===== src/rtl/timer_pkg.sv =====
// Package: shared mode encoding and write-port address map for the dual compare timer.
// Assumes a 3-bit write address.
package timer_pkg;

    typedef enum logic [1:0] {
        MODE_NORMAL   = 2'd0,
        MODE_CLEAR    = 2'd1,
        MODE_PWM_FULL = 2'd2,
        MODE_PWM_CMPA = 2'd3
    } tmr_mode_e;

    localparam int          AW         = 3;
    localparam logic [AW-1:0] ADDR_COUNT = 3'd0;
    localparam logic [AW-1:0] ADDR_CMPA  = 3'd1;
    localparam logic [AW-1:0] ADDR_CMPB  = 3'd2;
    localparam logic [AW-1:0] ADDR_CTL   = 3'd3;
    localparam logic [AW-1:0] ADDR_FLAGS = 3'd4;

    localparam int NFLAG = 3;   // bit0 overflow, bit1 compare A, bit2 compare B

endpackage


===== src/rtl/dct_regs.sv =====
// Module: register file of the timer. Holds the control bits and the compare buffers.
// In up/down modes each compare buffer is copied into an active register only at top.
// In other modes the buffer is used directly. Decodes count-write and flag-clear strobes.
// Assumes a single write per cycle.
module dct_regs
    import timer_pkg::*;
#(
    parameter int DW = 8
) (
    input  logic            clk,
    input  logic            rst_n,
    input  logic            wr_en,
    input  logic [AW-1:0]   wr_addr,
    input  logic [DW-1:0]   wr_data,
    input  logic            load_top,
    output tmr_mode_e       mode,
    output logic [1:0]      out_en,
    output logic [DW-1:0]   cmp_a,
    output logic [DW-1:0]   cmp_b,
    output logic            cnt_wr,
    output logic [NFLAG-1:0] clr_mask
);

    logic [3:0]    ctl_q;
    logic [DW-1:0] buf_a_q, buf_b_q, act_a_q, act_b_q;
    logic          pwm;

    assign mode   = tmr_mode_e'(ctl_q[1:0]);
    assign out_en = ctl_q[3:2];
    assign pwm    = ctl_q[1];

    // Software writes to control and compare buffers
    always_ff @(posedge clk) begin
        if (!rst_n) begin
            ctl_q   <= '0;
            buf_a_q <= '0;
            buf_b_q <= '0;
        end else if (wr_en) begin
            if (wr_addr == ADDR_CTL)  ctl_q   <= wr_data[3:0];
            if (wr_addr == ADDR_CMPA) buf_a_q <= wr_data;
            if (wr_addr == ADDR_CMPB) buf_b_q <= wr_data;
        end
    end

    // Active compare copies: follow the buffer outside PWM, load at top inside PWM
    always_ff @(posedge clk) begin
        if (!rst_n) begin
            act_a_q <= '0;
            act_b_q <= '0;
        end else if (!pwm || load_top) begin
            act_a_q <= buf_a_q;
            act_b_q <= buf_b_q;
        end
    end

    // Effective compare values and write-port strobes
    always_comb begin
        cmp_a    = pwm ? act_a_q : buf_a_q;
        cmp_b    = pwm ? act_b_q : buf_b_q;
        cnt_wr   = wr_en && (wr_addr == ADDR_COUNT);
        clr_mask = (wr_en && (wr_addr == ADDR_FLAGS)) ? wr_data[NFLAG-1:0] : '0;
    end

    AST_BUF_HOLD: assert property (@(posedge clk) disable iff (!rst_n)
        (pwm && !load_top) |=> ($stable(act_a_q) && $stable(act_b_q))) else $error("active compare changed off top");

endmodule


===== src/rtl/dct_core.sv =====
// Module: counter and direction logic. Advances on tick in the selected mode.
// Reports compare matches, overflow/bottom and the turn at top.
// Assumes a count write wins over a tick, and the first tick after a count write produces no match.
module dct_core
    import timer_pkg::*;
#(
    parameter int DW = 8
) (
    input  logic          clk,
    input  logic          rst_n,
    input  logic          tick,
    input  tmr_mode_e     mode,
    input  logic [DW-1:0] cmp_a,
    input  logic [DW-1:0] cmp_b,
    input  logic          cnt_wr,
    input  logic [DW-1:0] cnt_wdata,
    output logic [DW-1:0] cnt,
    output logic          dir_up,
    output logic [1:0]    match,
    output logic          ovf_evt,
    output logic          at_top
);

    localparam logic [DW-1:0] MAXV = {DW{1'b1}};
    localparam logic [DW-1:0] ONE  = {{(DW-1){1'b0}}, 1'b1};

    logic [DW-1:0] top, cnt_nxt;
    logic          dir_nxt, supp_q, adv;

    assign adv = tick && !cnt_wr;

    // Top value for the current mode
    always_comb begin
        top = (mode == MODE_CLEAR || mode == MODE_PWM_CMPA) ? cmp_a : MAXV;
    end

    // Next count, direction and events for a tick
    always_comb begin
        cnt_nxt = cnt + ONE;
        dir_nxt = dir_up;
        ovf_evt = 1'b0;
        at_top  = 1'b0;
        unique case (mode)
            MODE_NORMAL: ovf_evt = adv && (cnt == MAXV);
            MODE_CLEAR: begin
                ovf_evt = adv && (cnt == MAXV);
                if (cnt == top) cnt_nxt = '0;
            end
            default: begin
                if (dir_up) begin
                    if (cnt >= top) begin
                        dir_nxt = 1'b0;
                        at_top  = adv;
                        cnt_nxt = (cnt == '0) ? '0 : cnt - ONE;
                    end
                end else if (cnt == '0) begin
                    dir_nxt = 1'b1;
                    ovf_evt = adv;
                    cnt_nxt = (top == '0) ? '0 : ONE;
                end else begin
                    cnt_nxt = cnt - ONE;
                end
            end
        endcase
    end

    // Compare matches, gated by the post-write suppression
    always_comb begin
        match[0] = adv && !supp_q && (cnt == cmp_a);
        match[1] = adv && !supp_q && (cnt == cmp_b);
    end

    // Counter, direction and suppression state
    always_ff @(posedge clk) begin
        if (!rst_n) begin
            cnt    <= '0;
            dir_up <= 1'b1;
            supp_q <= 1'b0;
        end else if (cnt_wr) begin
            cnt    <= cnt_wdata;
            supp_q <= 1'b1;
        end else if (tick) begin
            cnt    <= cnt_nxt;
            dir_up <= dir_nxt;
            supp_q <= 1'b0;
        end
    end

    AST_HOLD_IDLE: assert property (@(posedge clk) disable iff (!rst_n)
        (!tick && !cnt_wr) |=> $stable(cnt)) else $error("count moved without tick");

    AST_CLEAR_ON_A: assert property (@(posedge clk) disable iff (!rst_n)
        (mode == MODE_CLEAR && adv && cnt == cmp_a) |=> (cnt == '0)) else $error("no clear after compare A");

    AST_BOTTOM_TURN: assert property (@(posedge clk) disable iff (!rst_n)
        (mode[1] && adv && !dir_up && cnt == '0) |=> dir_up) else $error("no turn at bottom");

endmodule


===== src/rtl/dct_wave.sv =====
// Module: waveform outputs, one generated block per channel.
// Toggles on a match in the frequency modes. In up/down modes it clears on an up match and sets on a down match.
// Channel 0 toggles when it defines top. Assumes channel 0 is compare A.
module dct_wave
    import timer_pkg::*;
#(
    parameter int NCH = 2
) (
    input  logic           clk,
    input  logic           rst_n,
    input  tmr_mode_e      mode,
    input  logic           dir_up,
    input  logic [NCH-1:0] match,
    input  logic [NCH-1:0] out_en,
    output logic [NCH-1:0] wave
);

    for (genvar ch = 0; ch < NCH; ch++) begin : g_ch
        logic pwm_rule;
        assign pwm_rule = mode[1] && !((ch == 0) && (mode == MODE_PWM_CMPA));

        // Update one channel's pin on an enabled match
        always_ff @(posedge clk) begin
            if (!rst_n)                        wave[ch] <= 1'b0;
            else if (match[ch] && out_en[ch])  wave[ch] <= pwm_rule ? !dir_up : !wave[ch];
        end

        AST_WAVE_HOLD: assert property (@(posedge clk) disable iff (!rst_n)
            !(match[ch] && out_en[ch]) |=> $stable(wave[ch])) else $error("pin moved without enabled match");
    end

endmodule


===== src/rtl/dct_flags.sv =====
// Module: sticky request flags. A hardware set wins over a write-one clear in the same cycle.
module dct_flags #(
    parameter int NF = 3
) (
    input  logic          clk,
    input  logic          rst_n,
    input  logic [NF-1:0] set,
    input  logic [NF-1:0] clr,
    output logic [NF-1:0] flag
);

    // Set has priority, clear only drops bits not being set
    always_ff @(posedge clk) begin
        if (!rst_n) flag <= '0;
        else        flag <= set | (flag & ~clr);
    end

    AST_SET_WINS: assert property (@(posedge clk) disable iff (!rst_n)
        (|set) |=> ((flag & $past(set)) == $past(set))) else $error("set flag not visible");

endmodule


===== src/rtl/dual_cmp_timer.sv =====
// Module: top of the dual compare timer. Ties the register file, counter core, waveform channels and flags together.
// Assumes tick is a single-cycle strobe in the clk domain.
module dual_cmp_timer
    import timer_pkg::*;
#(
    parameter int DW = 8
) (
    input  logic          clk,
    input  logic          rst_n,
    input  logic          tick,
    input  logic          wr_en,
    input  logic [2:0]    wr_addr,
    input  logic [DW-1:0] wr_data,
    output logic [DW-1:0] count,
    output logic          wave_a,
    output logic          wave_b,
    output logic          irq_ovf,
    output logic          irq_cmp_a,
    output logic          irq_cmp_b
);

    localparam int NCH = 2;

    tmr_mode_e          mode;
    logic [NCH-1:0]     out_en, match, wave;
    logic [DW-1:0]      cmp_a, cmp_b;
    logic               cnt_wr, load_top, dir_up, ovf_evt;
    logic [NFLAG-1:0]   clr_mask, flag;

    dct_regs #(.DW(DW)) i_regs (
        .clk(clk), .rst_n(rst_n), .wr_en(wr_en), .wr_addr(wr_addr), .wr_data(wr_data),
        .load_top(load_top), .mode(mode), .out_en(out_en), .cmp_a(cmp_a), .cmp_b(cmp_b),
        .cnt_wr(cnt_wr), .clr_mask(clr_mask)
    );

    dct_core #(.DW(DW)) i_core (
        .clk(clk), .rst_n(rst_n), .tick(tick), .mode(mode), .cmp_a(cmp_a), .cmp_b(cmp_b),
        .cnt_wr(cnt_wr), .cnt_wdata(wr_data), .cnt(count), .dir_up(dir_up),
        .match(match), .ovf_evt(ovf_evt), .at_top(load_top)
    );

    dct_wave #(.NCH(NCH)) i_wave (
        .clk(clk), .rst_n(rst_n), .mode(mode), .dir_up(dir_up),
        .match(match), .out_en(out_en), .wave(wave)
    );

    dct_flags #(.NF(NFLAG)) i_flags (
        .clk(clk), .rst_n(rst_n), .set({match[1], match[0], ovf_evt}),
        .clr(clr_mask), .flag(flag)
    );

    assign wave_a    = wave[0];
    assign wave_b    = wave[1];
    assign irq_ovf   = flag[0];
    assign irq_cmp_a = flag[1];
    assign irq_cmp_b = flag[2];

endmodule


===== config.mk =====
export PLATFORM = sky130hd
export DESIGN_NAME = dual_cmp_timer
export DESIGN_NICKNAME = d
export VERILOG_FILES = /design/src/rtl/timer_pkg.sv /design/src/rtl/dct_regs.sv /design/src/rtl/dct_core.sv /design/src/rtl/dct_wave.sv /design/src/rtl/dct_flags.sv /design/src/rtl/dual_cmp_timer.sv
export SDC_FILE = /design/constraint.sdc
export NUM_CORES = 1
export LEC_CHECK = 0
export BUFFER_PORTS_ARGS = -buffer_cell sky130_fd_sc_hd__buf_2
export CELL_PAD_IN_SITES_DETAIL_PLACEMENT = 0
export CELL_PAD_IN_SITES_GLOBAL_PLACEMENT = 1
export CORE_MARGIN = 1
export CORE_UTILIZATION = 46
export CTS_BUF_LIST = sky130_fd_sc_hd__clkbuf_4 sky130_fd_sc_hd__clkbuf_8
export DETAILED_ROUTE_END_ITERATION = 16
export GPL_ROUTABILITY_DRIVEN = 0
export PLACE_DENSITY = 0.87
export SYNTH_ARGS = -nofsm -noshare
export SYNTH_HDL_FRONTEND = slang
export SYNTH_SLANG_ARGS = --single-unit

===== constraint.sdc =====
create_clock -name clk -period 3.6 [get_ports clk]
set_input_delay 0.36 -clock clk [delete_from_list [all_inputs] [get_ports clk]]
set_output_delay 0.36 -clock clk [all_outputs]
set_load 0.02 [all_outputs]

After elaboration in Yosys (flattened, before gate mapping)
Cells that the tools add are included.

storage, ports and cells
  register bits = 51
  input bits = 15
  word-level logic and storage cells = 84
  output and inout bits = 13

cells by class
  equality and inequality tests = 10
  add/subtract/negate cells = 2
  $lt $le $gt $ge = 1
  bitwise logic cells = 5
  reductions and logical operators = 29
  multiplexer cells = 26

operator list
  cell                   number
  $mux W8                10
  $eq A8 B8 Y1           3
  $logic_not A8 Y1       2
  $pmux W8 S2            1
  $mux W1                14
  $logic_and A1 B1 Y1    10
  $add A8 B1 Y8 const B  1
  $eq A8 B8 Y1 const B   1
  $ge A8 B8 Y1           1
  $sub A8 B1 Y8 const B  1
  $logic_not A1 Y1       7
  $eq A3 B2 Y1 const B   2
  $reduce_and A2 Y1      3
  $and A3 B3 Y3          1
  $eq A3 B1 Y1 const B   1
  $eq A3 B3 Y1 const B   1
  $logic_not A3 Y1       1
  $mux W3                1
  $not A3 Y3             1
  $or A3 B3 Y3           1
  $reduce_and A3 Y1      1
  $eq A2 B1 Y1 const B   1
  $eq A2 B2 Y1 const B   1
  $logic_not A2 Y1       1
  4 further kinds        6

Logic depth before layout (Yosys ltp)
Gate-level depths: netlist of the first run.

  depth in word-level cells = 10
  mapped depth = 13

Modules after synthesis
From an unflattened synthesis of the first run, not the netlist that was laid out.

second synthesis, totals
  cell total of the unflattened synthesis = 378
  area, all modules = 3213.1 sq um

by module, submodules not included
  module     times used  area an instance (sq um)  cells each  seq. area each (sq um)
  dct_regs   1           1592.8                    174         720.7
  dct_core   1           1378.8                    182         200.2
  dct_flags  1           123.9                     9           60.1
  dct_wave   1           117.6                     13          40.0

Worst setup path before layout of the first run
OpenSTA, ideal clock, no wires.

  path type = reg-to-reg
  start point = register i_core.cnt[0]
  end point = register i_core.cnt[5]
  path slack = 0.876 ns
  data arrival time = 2.607 ns
  library setup time = 0.117 ns
  stages on the path, launching flop included = 12
  cells stage by stage = dfxtp_1 > clkbuf_1 > inv_1 > ha_1 > nand2b_1 > a2111oi_2 > o211a_1 > buf_4 > buf_4 > mux2i_1 > nand2_1 > a32o_1

on the way
  word-level cells in the longest chain between the ends = 7
  elaborated cells between the ends (all ways) = 13
  those cells by class = add/sub (2); order compare (1); eq/ne (1); mux (8); reduce/logical (1)

ends and longest elaborated chain
  element                                                   line                                            text
  start: declaration                                        dct_core.sv:17                                  output logic [DW-1:0] cnt,
  start signal: assignment                                  dct_core.sv:80                                  cnt <= cnt_wdata;
  start signal: assignment                                  dct_core.sv:83                                  cnt <= cnt_nxt;
  $sub A8 B1 Y8 / $logic_not A8 Y1 (equally long branches)  dct_core.sv:54, dct_core.sv:61, dct_core.sv:56
  $mux W8                                                   dct_core.sv:54                                  cnt_nxt = (cnt == '0) ? '0 : cnt - ONE;
  $mux W8                                                   dct_core.sv:51                                  if (cnt >= top) begin
  $mux W8                                                   dct_core.sv:50                                  if (dir_up) begin
  $pmux W8 S2 *                                             dct_core.sv:43                                  unique case (mode)
  $mux W8 *                                                 dct_core.sv:82                                  end else if (tick) begin
  $mux W8 *                                                 dct_core.sv:79                                  end else if (cnt_wr) begin

Every way passes the cells marked *; elsewhere a longest branch is shown, timed or not. The select of a mux whose other input is x is not followed.
A chain may end at the register's enable or synchronous reset.

Worst setup path in the final report of the first run
  start point = register i_regs.ctl_q[1]
  end point = register i_core.cnt[5]

on the way
  word-level cells in the longest chain between the ends = 9
  elaborated cells between the ends (all ways) = 14
  those cells by class = order compare (1); eq/ne (3); mux (8); reduce/logical (2)

ends and longest elaborated chain
  element                                              line                            text
  start: declaration                                   dct_regs.sv:24                  logic [3:0] ctl_q;
  start signal: assignment                             dct_regs.sv:39                  if (wr_addr == ADDR_CTL) ctl_q <= wr_data[3:0];
  $eq A2 B1 Y1 / $eq A2 B2 Y1 (equally long branches)  dct_core.sv:34, dct_core.sv:43
  $logic_or A1 B1 Y1                                   dct_core.sv:34                  top = (mode == MODE_CLEAR || mode == MODE_PWM_CMPA) ? cmp_a : MAXV;
  $mux W8                                              dct_core.sv:34
  $ge A8 B8 Y1                                         dct_core.sv:51
  $mux W8                                              dct_core.sv:51
  $mux W8                                              dct_core.sv:50
  $pmux W8 S2 *                                        dct_core.sv:43
  $mux W8 *                                            dct_core.sv:82
  $mux W8 *                                            dct_core.sv:79

Marked as above.

==> results of run 1 <==
worst paths after layout:
| path | end | depth (start not counted) | from |
|---|---|---|---|
| worst max-delay path | i_core.cnt[5] | 9 | i_regs.ctl_q[1] |
| worst min-delay path | i_regs.buf_b_q[4] | 3 | wr_data[4] |
| worst max register to register | i_core.cnt[5] | 9 | i_regs.ctl_q[1] |
| worst min register to register | i_regs.act_b_q[4] | 2 | i_regs.act_b_q[4] |
metal layers:
layer	global-route usage	vias up
li1	-	1438
met1	0.365	1422
met2	0.401	95
met3	0.0370	21
met4	0.112	0
met5	0	-
area by class of cell:
class	count	area [sq um]	share of cell area
timing repair buffer	38	218	0.0627
clock buffer	6	76.3	0.0220
inverter	9	33.8	0.00973
sequential	51	1020	0.294
clock inverter	2	17.5	0.00505
multi-input combinational	303	2010	0.579
tap	77	96.3	0.0277
sequential cells by signal, summed over array words and instances (netlist names):
register and cells:
i_core.cnt 8, i_core.dir_up 1, i_core.supp_q 1, i_flags.flag 3
i_regs.act_a_q 8, i_regs.act_b_q 8, i_regs.buf_a_q 8, i_regs.buf_b_q 8
i_regs.ctl_q 4, i_wave.wave 2
power by group through the flow:
stage | clock network (mW) | registers (mW) | logic, mW
2_1_floorplan | 0 | 0.612 | 0.127
3_3_place_gp | 0 | 0.613 | 0.192
3_5_place_dp | 0 | 0.613 | 0.194
4_1_cts | 0.355 | 0.600 | 0.195
5_1_grt | 0.376 | 0.603 | 0.215
6_report | 0.347 | 0.600 | 0.198
layout by cell type, fill, tap and decap left out, types with 10 or more instances in the layout:
cell type,instances
dfxtp_1,51
xnor2_1,12
o21ai_0,16
nor2_1,34
nand3_1,28
o21ai_1,19
nand2_1,38
mux2i_1,39
buf_2,27
ha_1,10
a21oi_1,17
buf_4,11
cells by family (layout without fill, tap and decap cells):
| logic type | after synthesis | after routing |
|---|---|---|
| adder cells (fa/ha/maj) | 10 | 10 |
| AND/OR/NAND/NOR | 152 | 152 |
| flip-flops | 51 | 51 |
| AO/OA/AOI/OAI | 81 | 81 |
| multiplexers | 43 | 43 |
| buffers and inverters | 40 | 55 |
| XOR/XNOR | 17 | 17 |
tightest hold or removal path: cells and delay by family:
kind,cells,cell delay [ps]
muxes,1,70
buffers and inverters,1,110
and+or+nand+nor,1,70
==> results.yml, run 1 <==
worst_setup_path:
  setup.worst_path.end_class: "flip-flop"
  slowest_stage: "o211a_1"
  critPathLaunchType: "flip-flop"
  cp_cell_sequence: "buf_4 -> mux2i_1 -> and2_1 -> ha_1 -> a2111oi_2 -> o211a_1 -> nor3b_1 -> a211o_1 -> a32o_1"
  cpPeakStageDelay_ps: 630
  arrival_ps: 3530
  cp_top_family: "compound AO/OA/AOI/OAI gates"
  rrSetupSlack_ps: 280
  worstSetupPathType: "reg2reg"
  crit_fanout: 17
  path_buf_inv: 1
  cp_data_required_time_ps: 3810
sta:
  fin_crit_sh: 0.921
  worst_pin_slew_ps: 625
  layout_min_cycle_time_ps: 3320
  fin_ws_ps: 285
  maxSlewHeadroom: 0.584
  rsz0062_at_grt: "no"
  slew_violations: 0
  holdWs_ps: 335
  final-setup-viol-count: 0
  skew_ps: 7.49
  fin_setup_tns_ps: 0
  max_freq_mhz: 302
  finalHoldViolations: 0
layout:
  fin_area_sq_um: 3470
  finalNetCount: 433
  final_cells: 486
  fillers: 640
  syn_to_final_growth_pct: 8.87
  drive_gt1_frac: 0.139
  final_util: 0.532
  diodes: 0
route:
  totalWireLength_mm: 9.01
  wl_per_cell_um: 18.5
  avgViaCountPerCell: 6.12
  wl_met1_mm: 4.30
  ant_nets: 0
  firstDrtPassIters: 5
  routed.top_layer: "met4"
  wl_met2_mm: 4.02
  drt_iter0_drc: 196
  vias: 2976
  met3_length_um: 454
  drc_errors: 0
synthesis:
  synth-compound-area-share: 0.158
  synth-edff-count: 0
  yosysMostFrequentCell: "dfxtp_1"
  yosysWarnings: 0
  synthTopCellsByArea: "dfxtp_1, mux2i_1, nand2_1"
  syn-cell-area_sq_um: 3190
  synthAdderAreaFrac: 0.0392
  synth_cell_type_count: 58
  synth_xor_area_frac: 0.0467
  synth_simple_gate_area_share: 0.242
  synthCells: 394
  syn_avg_cell_area_sq_um: 8.09
  synthMuxAreaShare: 0.137
  synth_top_family_by_area: "simple AND/OR/NAND/NOR gates"
  synth_top_cell_by_area: "dfxtp_1"
  synth_ff_type: "dfxtp_1"
  syn-num-nets: 419
  synthTopCellsByCount: "dfxtp_1, mux2i_1, nand2_1"
  async_flop_share: 0
  ys_seq_area_frac: 0.320
  synth_top_area_frac: 0.320
  synth_seq_cells: 51
placed_design:
  pre_cts_ws_ps: 363
  place_hpwl_mm: 6.37
  placed_cell_area_sq_um: 3380
  dp.cells: 478
  port_buffers: 27
cts:
  clk_latency_ps: 310
  post_cts_buffers: 0
  clockBufferDepth: 2
  cts_tree: "yes"
  ctsHoldBuffers: 0
  clk_pin_slew_worst_paths_ps: 100
  cts_inserted_buffers: 5
  root_buffer: "clkbuf_8"
  clock-sinks: 51
  cts_resized: 0
  cts-htree-levels: 2
outcome:
  status: "completed"
global_routing:
  grt_pass1_vias: 2824
  grt_overflow: 0
  grt_usage: 0.261
  grt_max_degree: 44
  antenna_found_initial: 0
  grt_pass1_wl_mm: 14.7
power_and_ir_drop:
  p_leak_nw: 1.35
  combinationalPowerShare: 0.173
  power.switching_uw: 343
  switching_share: 0.300
  p_seq_frac: 0.524
  power_density_nw_per_um2: 330
  intPower_uw: 802
  clkPwrFrac: 0.303
  finalPower_mw: 1.14
  ir_drop_mv: 0.218
run:
  cap_violations: 0
floorplan:
  die_x_um: 85.3
  die_h_um: 85.3
  io_pins: 28
  num_rows: 29
  die_area_sq_um: 7270
  core_area_sq_um: 6530
  start_util: 0.488
worst_hold_path:
  hold_class: "in2reg"
Power figures use the tool's default switching activity.
==> run 2, diff against run 1 <==
--- a/config.mk
+++ b/config.mk
@@ -14,6 +14,7 @@
 export DETAILED_ROUTE_END_ITERATION = 16
 export GPL_ROUTABILITY_DRIVEN = 0
 export PLACE_DENSITY = 0.87
+export SLEW_MARGIN = 40
 export SYNTH_ARGS = -nofsm -noshare
 export SYNTH_HDL_FRONTEND = slang
 export SYNTH_SLANG_ARGS = --single-unit
==> constraint.sdc (replaced) <==
create_clock -name clk -period 3.52 [get_ports clk]
set_input_delay 0.352 -clock clk [delete_from_list [all_inputs] [get_ports clk]]
set_output_delay 0.352 -clock clk [all_outputs]
set_load 0.02 [all_outputs]
==> run 2 against run 1 <==
  * Register-to-register slack worse by 40 ps
  * Sequential power up 2%
  * Non-clock buffer count unchanged
  * Total power up 2.8%
  * Combinational power about the same
  * Critical path depth up 2
  * Cell count unchanged
  * Via count down 3.1%
  * Design area about the same
  * Global-route usage down 1.7 points
  * Clock skew up 3.0 ps
  * Clock power up 5.8%
  * Largest cell class unchanged
==> results.yml, run 2 (same netlist as run 1, synthesis figures left out) <==
worst_setup_path:
  setup.worst_path.end_class: "flip-flop"
  reg2reg_depth: 11
  critPathLaunchType: "flip-flop"
  crit_fanout: 17
  arrival_ps: 3490
  worstSetupPathType: "reg2reg"
  cp_data_required_time_ps: 3740
  r2r_start: "i_regs.ctl_q[1]"
  rrSetupSlack_ps: 250
  r2r-end: "i_core.cnt[5]"
cts:
  post_cts_buffers: 0
  root_buffer: "clkbuf_8"
  clk_latency_ps: 320
  clockBufferDepth: 2
  cts_inserted_buffers: 5
  cts_tree: "yes"
  cts-htree-levels: 2
  clk_pin_slew_worst_paths_ps: 110
  ctsHoldBuffers: 0
  clock-sinks: 51
  cts_resized: 0
route:
  firstDrtPassIters: 5
  drt_iter0_drc: 214
  avgViaCountPerCell: 5.94
  ant_nets: 0
  wl_per_cell_um: 17.6
  drc_errors: 0
  vias: 2885
  totalWireLength_mm: 8.57
sta:
  final-setup-viol-count: 0
  skew_ps: 10.5
  rsz0062_at_grt: "no"
  maxSlewHeadroom: 0.612
  fin_setup_tns_ps: 0
  max_freq_mhz: 306
  fin_crit_sh: 0.930
  layout_min_cycle_time_ps: 3270
  finalHoldViolations: 0
  holdWs_ps: 335
  worst_pin_slew_ps: 577
  slew_violations: 0
  fin_ws_ps: 248
placed_design:
  pre_cts_ws_ps: 374
  place_hpwl_mm: 6.13
  port_buffers: 27
  dp.cells: 478
  placed_cell_area_sq_um: 3380
layout:
  fillers: 646
  fin_area_sq_um: 3470
  final_common_cell: "dfxtp_1"
  multiInputGateArea_sq_um: 2010
  finalNetCount: 433
  final_util: 0.531
  seqCellArea_sq_um: 1020
  mostFrequentLayoutCells: "dfxtp_1, mux2i_1, nand2_1, nor2_1, nand3_1"
  final_cells: 486
  syn_to_final_growth_pct: 8.83
  drive_gt1_frac: 0.139
  diodes: 0
worst_hold_path:
  hold_class: "in2reg"
  holdPathStages: 3
  hold_start: "wr_data[6]"
  worst_hold_path.endpoint: "i_regs.buf_b_q[6]"
floorplan:
  die_area_sq_um: 7270
  die_h_um: 85.3
  core_area_sq_um: 6530
  num_rows: 29
  die_x_um: 85.3
  io_pins: 28
  start_util: 0.488
power_and_ir_drop:
  ir_drop_mv: 0.259
  finalPower_mw: 1.18
  power_density_nw_per_um2: 339
  p_leak_nw: 1.35
global_routing:
  antenna_found_initial: 0
  grt_usage: 0.244
  grt_max_degree: 44
  grt_overflow: 0
  grt_pass1_wl_mm: 13.8
  grt_pass1_vias: 2586
outcome:
  status: "completed"
run:
  cap_violations: 0
-- run 2: cell count changes in the layout (fill, tap and decap cells not counted) --
cell	delta
clkinv_4	-2
inv_8	+1
clkinvlp_4	+1
clkinv_2	+1
clkbuf_4	-1
-- run 2: critical path: stages, from the launching register on --
cell     delay, ps
dfxtp_1        590
buf_4          290
mux2i_1        310
nand2_1        110
inv_1           80
ha_1           230
o21a_1         190
o21ai_1        160
o211a_1        540
nor3b_1        120
a211o_1        290
a32o_1         250
-- run 2: worst max path at each step --
stage               startpoint             to  slack [ps]
2_1_floorplan    i_core.cnt[0]  i_core.cnt[5]         800
6_report       i_regs.ctl_q[1]  i_core.cnt[5]         250
3_5_place_dp   i_regs.ctl_q[1]  i_core.cnt[5]         370
4_1_cts        i_regs.ctl_q[1]  i_core.cnt[5]         330
3_3_place_gp   i_regs.ctl_q[1]  i_core.cnt[5]         490
5_1_grt        i_regs.ctl_q[1]  i_core.cnt[5]         120
-- run 2: layout make-up --
type	count	share of cell area
inverter	9	0.00973
clock inverter	3	0.00685
timing repair buffer	38	0.0627
sequential	51	0.294
multi-input combinational	303	0.579
clock buffer	5	0.0198
tap	77	0.0278
-- run 2: per-layer routing --
metal | vias up | part of all wire | track usage
met1 | 1345 | 0.48 | 0.354
met4 | 0 | 0.0093 | 0.0727
met3 | 10 | 0.055 | 0.0428
met2 | 89 | 0.45 | 0.370
li1 | 1441 | - | -
met5 | - | 0 | 0
-- run 2: power breakdown --
group          internal (mW)  switching, mW
logic                 0.0759          0.121
registers              0.592         0.0212
clock network          0.144          0.223
total                  0.812          0.365
